## src/rtl/irq_status_pkg.sv

```systemverilog
package irq_status_pkg;
    localparam int STAT_W   = 8;
    localparam int NFLAGS   = 6;
    localparam int NSTICKY  = 3;
    localparam int NLEVEL   = NFLAGS - NSTICKY;

    // status byte layout
    localparam int B_EXT    = 0;
    localparam int B_SENSOR = 1;
    localparam int B_RDONE  = 2;
    localparam int B_LOST   = 3;
    localparam int B_OWN    = 4;
    localparam int B_PEER   = 5;

    typedef struct packed {
        logic fired;
    } rdclr_st_t;

    typedef struct packed {
        logic flag;
    } bit_st_t;
endpackage

```

## src/rtl/irq_rdclr.sv

```systemverilog
module irq_rdclr #(
    parameter int CNT_W    = 4,
    parameter int CLEAR_AT = 2
) (
    input  logic             clk,
    input  logic             rst_n,
    input  logic             rd_active_i,
    input  logic [CNT_W-1:0] rd_bitcnt_i,
    output logic             clr_o
);
    import irq_status_pkg::*;

    localparam logic [CNT_W-1:0] HIT_CNT = CNT_W'(CLEAR_AT);

    rdclr_st_t st_d, st_q;
    logic      hit;

    always_comb begin
        hit        = rd_active_i && (rd_bitcnt_i == HIT_CNT) && !st_q.fired;
        st_d       = st_q;
        // remember a fired clear until the read ends
        st_d.fired = rd_active_i ? (st_q.fired | hit) : 1'b0;
    end

    always_ff @(posedge clk or negedge rst_n) begin
        if (!rst_n) st_q <= '0;
        else        st_q <= st_d;
    end

    assign clr_o = hit;
endmodule

```

## src/rtl/irq_sticky_bit.sv

```systemverilog
module irq_sticky_bit (
    input  logic clk,
    input  logic rst_n,
    input  logic set_i,
    input  logic clr_i,
    output logic flag_o
);
    import irq_status_pkg::*;

    bit_st_t st_d, st_q;

    always_comb begin
        st_d      = st_q;
        // set has priority over clear
        st_d.flag = set_i | (st_q.flag & ~clr_i);
    end

    always_ff @(posedge clk or negedge rst_n) begin
        if (!rst_n) st_q <= '0;
        else        st_q <= st_d;
    end

    assign flag_o = st_q.flag;
endmodule

```

## src/rtl/irq_level_bit.sv

```systemverilog
module irq_level_bit (
    input  logic clk,
    input  logic rst_n,
    input  logic level_i,
    output logic flag_o
);
    import irq_status_pkg::*;

    bit_st_t st_d, st_q;

    always_comb begin
        st_d      = st_q;
        st_d.flag = level_i;
    end

    always_ff @(posedge clk or negedge rst_n) begin
        if (!rst_n) st_q <= '0;
        else        st_q <= st_d;
    end

    assign flag_o = st_q.flag;
endmodule

```

## src/rtl/irq_status_reg.sv

```systemverilog
module irq_status_reg #(
    parameter int CNT_W    = 4,
    parameter int CLEAR_AT = 2
) (
    input  logic             clk,
    input  logic             rst_n,
    input  logic             sensor_evt_i,
    input  logic             recov_req_i,
    input  logic             recov_done_evt_i,
    input  logic             bus_lost_evt_i,
    input  logic             ext_int_n_i,
    input  logic             own_test_i,
    input  logic             peer_test_i,
    input  logic [5:0]       mask_i,
    input  logic             rd_active_i,
    input  logic [CNT_W-1:0] rd_bitcnt_i,
    output logic [7:0]       status_o,
    output logic             irq_n_o
);
    import irq_status_pkg::*;

    logic               rd_clr;
    logic [NSTICKY-1:0] sticky_set;
    logic [NSTICKY-1:0] sticky_flag;
    logic [NLEVEL-1:0]  level_src;
    logic [NLEVEL-1:0]  level_flag;
    logic [NFLAGS-1:0]  flags;

    irq_rdclr #(.CNT_W(CNT_W), .CLEAR_AT(CLEAR_AT)) u_rdclr (
        .clk         (clk),
        .rst_n       (rst_n),
        .rd_active_i (rd_active_i),
        .rd_bitcnt_i (rd_bitcnt_i),
        .clr_o       (rd_clr)
    );

    // sticky sources in order: sensor, recovery done, bus lost
    assign sticky_set[0] = sensor_evt_i & ~recov_req_i;
    assign sticky_set[1] = recov_done_evt_i;
    assign sticky_set[2] = bus_lost_evt_i;

    // level sources in order: external pin, own test, peer test
    assign level_src[0] = ~ext_int_n_i;
    assign level_src[1] = own_test_i;
    assign level_src[2] = peer_test_i;

    for (genvar gi = 0; gi < NSTICKY; gi++) begin : g_sticky
        irq_sticky_bit u_bit (
            .clk    (clk),
            .rst_n  (rst_n),
            .set_i  (sticky_set[gi]),
            .clr_i  (rd_clr),
            .flag_o (sticky_flag[gi])
        );
    end

    for (genvar gl = 0; gl < NLEVEL; gl++) begin : g_level
        irq_level_bit u_bit (
            .clk     (clk),
            .rst_n   (rst_n),
            .level_i (level_src[gl]),
            .flag_o  (level_flag[gl])
        );
    end

    always_comb begin
        flags           = '0;
        flags[B_EXT]    = level_flag[0];
        flags[B_SENSOR] = sticky_flag[0];
        flags[B_RDONE]  = sticky_flag[1];
        flags[B_LOST]   = sticky_flag[2];
        flags[B_OWN]    = level_flag[1];
        flags[B_PEER]   = level_flag[2];
    end

    assign status_o = {{(STAT_W-NFLAGS){1'b0}}, flags};
    assign irq_n_o  = ~|(flags & ~mask_i);
endmodule

```

## config.mk

```make
export PLATFORM = sky130hd
export DESIGN_NAME = irq_status_reg
export DESIGN_NICKNAME = d
export VERILOG_FILES = /design/src/rtl/irq_status_pkg.sv /design/src/rtl/irq_rdclr.sv /design/src/rtl/irq_sticky_bit.sv /design/src/rtl/irq_level_bit.sv /design/src/rtl/irq_status_reg.sv
export SDC_FILE = /design/constraint.sdc
export NUM_CORES = 1
export LEC_CHECK = 0
export BUFFER_PORTS_ARGS = -buffer_cell sky130_fd_sc_hd__buf_2
export CORE_AREA = 3 3 40 42
export DETAILED_ROUTE_END_ITERATION = 16
export DIE_AREA = 0 0 43 45
export PLACE_DENSITY_LB_ADDON = 0.12
export SLEW_MARGIN = 0
export SYNTH_ARGS = -nofsm -noshare
export SYNTH_HDL_FRONTEND = slang
export SYNTH_HIERARCHICAL = 1
export SYNTH_SLANG_ARGS = --single-unit
```

## constraint.sdc

```tcl
create_clock -name clk -period 0.88 [get_ports clk]
set_input_delay 0.088 -clock clk [delete_from_list [all_inputs] [get_ports clk]]
set_output_delay 0.088 -clock clk [all_outputs]
set_load 0.03 [all_outputs]
```

==> metrics.yaml <==
clock_network:
  cts.sinks: 7
  worstSkewPairLatency_ns: 0.24
  numCtsBuffers: 3
  cts_tree: "yes"
  cts-root-buf: "clkbuf_4"
  max-clock-path-buffers: 2
  clk_pin_slew_worst_paths_ns: 0.05
  h-tree-depth: 1
grt:
  grt_pass1_wl_um: 1179
  grt_pass1_vias: 318
  antenna_found_initial: 0
  grt_max_degree: 8
  grt.total_usage: 0.08418
  overflow: 0
placed_design:
  dp_cells: 75
  io_buffers: 26
  place_congestion: 0.5718
  place_ws_ns: -0.4335
floorplan:
  fp.dieH_um: 45
  core-area_um2: 1285
  num_rows: 13
  io_pins: 29
  fp.dieArea_um2: 1935
  dieWidth_um: 43
  initial_utilization: 0.2561
logic_synthesis:
  synth_edf_count: 0
  ys_ff_latch: 7
  ys.flop_type: "dfrtp_1"
  synth_top_area_share: 0.5323
  ys_warn_count: 6
  syn_area_per_cell_um2: 10.28
  synth_seq_area_share: 0.5323
  synthTopCellsByArea: "dfrtp_1, inv_1, a21o_1, buf_4, nor3b_2"
  postSynth.asyncResetShare: 1.000
  yosysTopAreaCell: "dfrtp_1"
  ys_types: 14
  syn-instance-count: 32
  syn_area_um2: 329.1
critical_path:
  reg2reg_depth: 3
  r2r_start: "u_rdclr/st_q$_DFF_PN0_"
  critPathRequiredTime_ns: 0.79
  crit_path_end_kind: "output port"
  path_max_fanout: 2
  crit_type: "flip-flop to output port"
  cp.arrival_ns: 1.10
  r2r-end: "g_sticky[0].u_bit/flag_o$_DFF_PN0_"
  r2r_setup_slack_ns: -0.06
  start_kind: "flip-flop"
sta:
  skew_ns: 0.001697
  final-hold-violation-count: 0
  worst_slack_ns: -0.3089
  period_share: 1.351
  period_needed_ns: 1.189
  fmax_ghz: 0.8411
  setup_viol: 7
  fin_setup_tns_ns: -1.035
  maxSlewViolCount: 0
  grt_setup_unrepaired: "true"
pwr:
  ir_drop_mv: 0.5639
  total_power_mw: 0.8114
  leakagePower_nw: 0.3427
  powerDensity_nw_per_um2: 1242
worst_hold_path:
  holdPathStages: 2
  min_path_type: "primary input to flip-flop"
  holdPathEnd: "g_sticky[2].u_bit/flag_o$_DFF_PN0_"
  worstHoldStart: "bus_lost_evt_i"
final_layout:
  final_cells: 85
  antenna-diode-count: 0
  nets: 91
  syn_to_final_growth_pct: 98.48
  final_core_util: 0.5083
  drive_gt1_frac: 0.6000
drt:
  drc_errors: 0
  ant_nets: 0
  drt_first_pass_iters: 2
  vias_per_cell: 3.835
  wire_per_inst_um: 8.718
  routed_wl_um: 741
  drt_iter0_drc: 2
  vias: 326
flow_run:
  cap_violations: 0
outcome:
  violations: "setup timing"
  status: "finished with violations"
==> layer usage <==
| metal | global-route usage | routed length, um | part of all wire |
|---|---|---|---|
| met3 | 0.03586 | 90 | 0.12 |
| met4 | 0.05422 | 0 | 0 |
| met5 | 0 | 0 | 0 |
| met1 | 0.1070 | 292 | 0.39 |
| met2 | 0.1168 | 358 | 0.48 |
==> what timing repair did <==
item,in CTS,in global routing
setup endpoints to repair,10,10
resized for setup,15,7
buffers inserted,0,2
pin swaps,2,2
hold buffers,4,0
hold endpoints to repair,10,0
==> power by group <==
| group | total [mW] | internal [mW] | leakage [nW] | switching (mW) |
|---|---|---|---|---|
| registers | 0.346 | 0.336 | 0.0758 | 0.00954 |
| logic | 0.190 | 0.101 | 0.252 | 0.0889 |
| clock network | 0.275 | 0.172 | 0.0150 | 0.103 |
==> stage by stage <==
step / hold WS (ns) / area [um^2]
2_1_floorplan: -0.2076 / 342.8
3_3_place_gp: -0.06952 / 499.2
3_5_place_dp: -0.07050 / 499.2
4_1_cts: 0.02092 / 619.3
5_1_grt: 0.02309 / 653.1
6_report: 0.02542 / 653.1
==> cells in the final DEF, fill, tap and decap left out, drive strengths merged <==
cell,instances
nor2b,1
clkbuf,4
a21o,3
nor3b,1
conb,2
clkinv,1
inv,10
dfrtp,7
o22ai,3
nor3,1
buf,31
dlygate4sd3,4
or4b,1
a21boi,1
==> sequential cells by signal, summed over array words and instances (netlist names) <==
| register | cells |
|---|---|
| g_level.u_bit/flag_o | 3 |
| g_sticky.u_bit/flag_o | 3 |
| u_rdclr/st_q | 1 |
==> layout make-up <==
cell class	count	area (um^2)
Fill cell	125	631.9
Sequential cell	7	175.2
Inverter	11	41.29
Clock buffer	4	26.28
Timing Repair Buffer	35	261.5
Multi-Input combinational cell	13	130.1
Tap cell	15	18.77
==> cells in the mapped netlist, types with 2 or more instances <==
master and number:
a21o_1 3, buf_4 2, dfrtp_1 7, inv_1 9, o22ai_1 2
==> critical path: stages, from the launching register on <==
cell	delay [ns]
dfrtp_1	0.37
inv_1	0.07
o22ai_2	0.10
nor3_4	0.17
buf_6	0.15
==> cell families (layout without fill, tap and decap cells) <==
kind of cell,after synthesis,after routing,synth area share
AOI/OAI and AO/OA,7,7,0.1673
other,1,2,0.01140
and+or+nand+nor,4,4,0.1179
buffers and inverters,13,50,0.1711
DFF,7,7,0.5323
==> worst max path at each step <==
stage	start	endpoint	slack [ns]	cells after the start
floorplan	rd_bitcnt_i[2]	g_sticky[0].u_bit/flag_o$_DFF_PN0_	-0.27	4
global placement	rd_bitcnt_i[2]	g_sticky[1].u_bit/flag_o$_DFF_PN0_	-0.42	5
detailed placement	rd_bitcnt_i[2]	g_sticky[0].u_bit/flag_o$_DFF_PN0_	-0.43	5
CTS	g_level[1].u_bit/flag_o$_DFF_PN0_	irq_n_o	-0.31	4
global route	g_sticky[2].u_bit/flag_o$_DFF_PN0_	irq_n_o	-0.39	4
finish	g_sticky[1].u_bit/flag_o$_DFF_PN0_	irq_n_o	-0.31	4
Power figures use the tool's default switching activity.
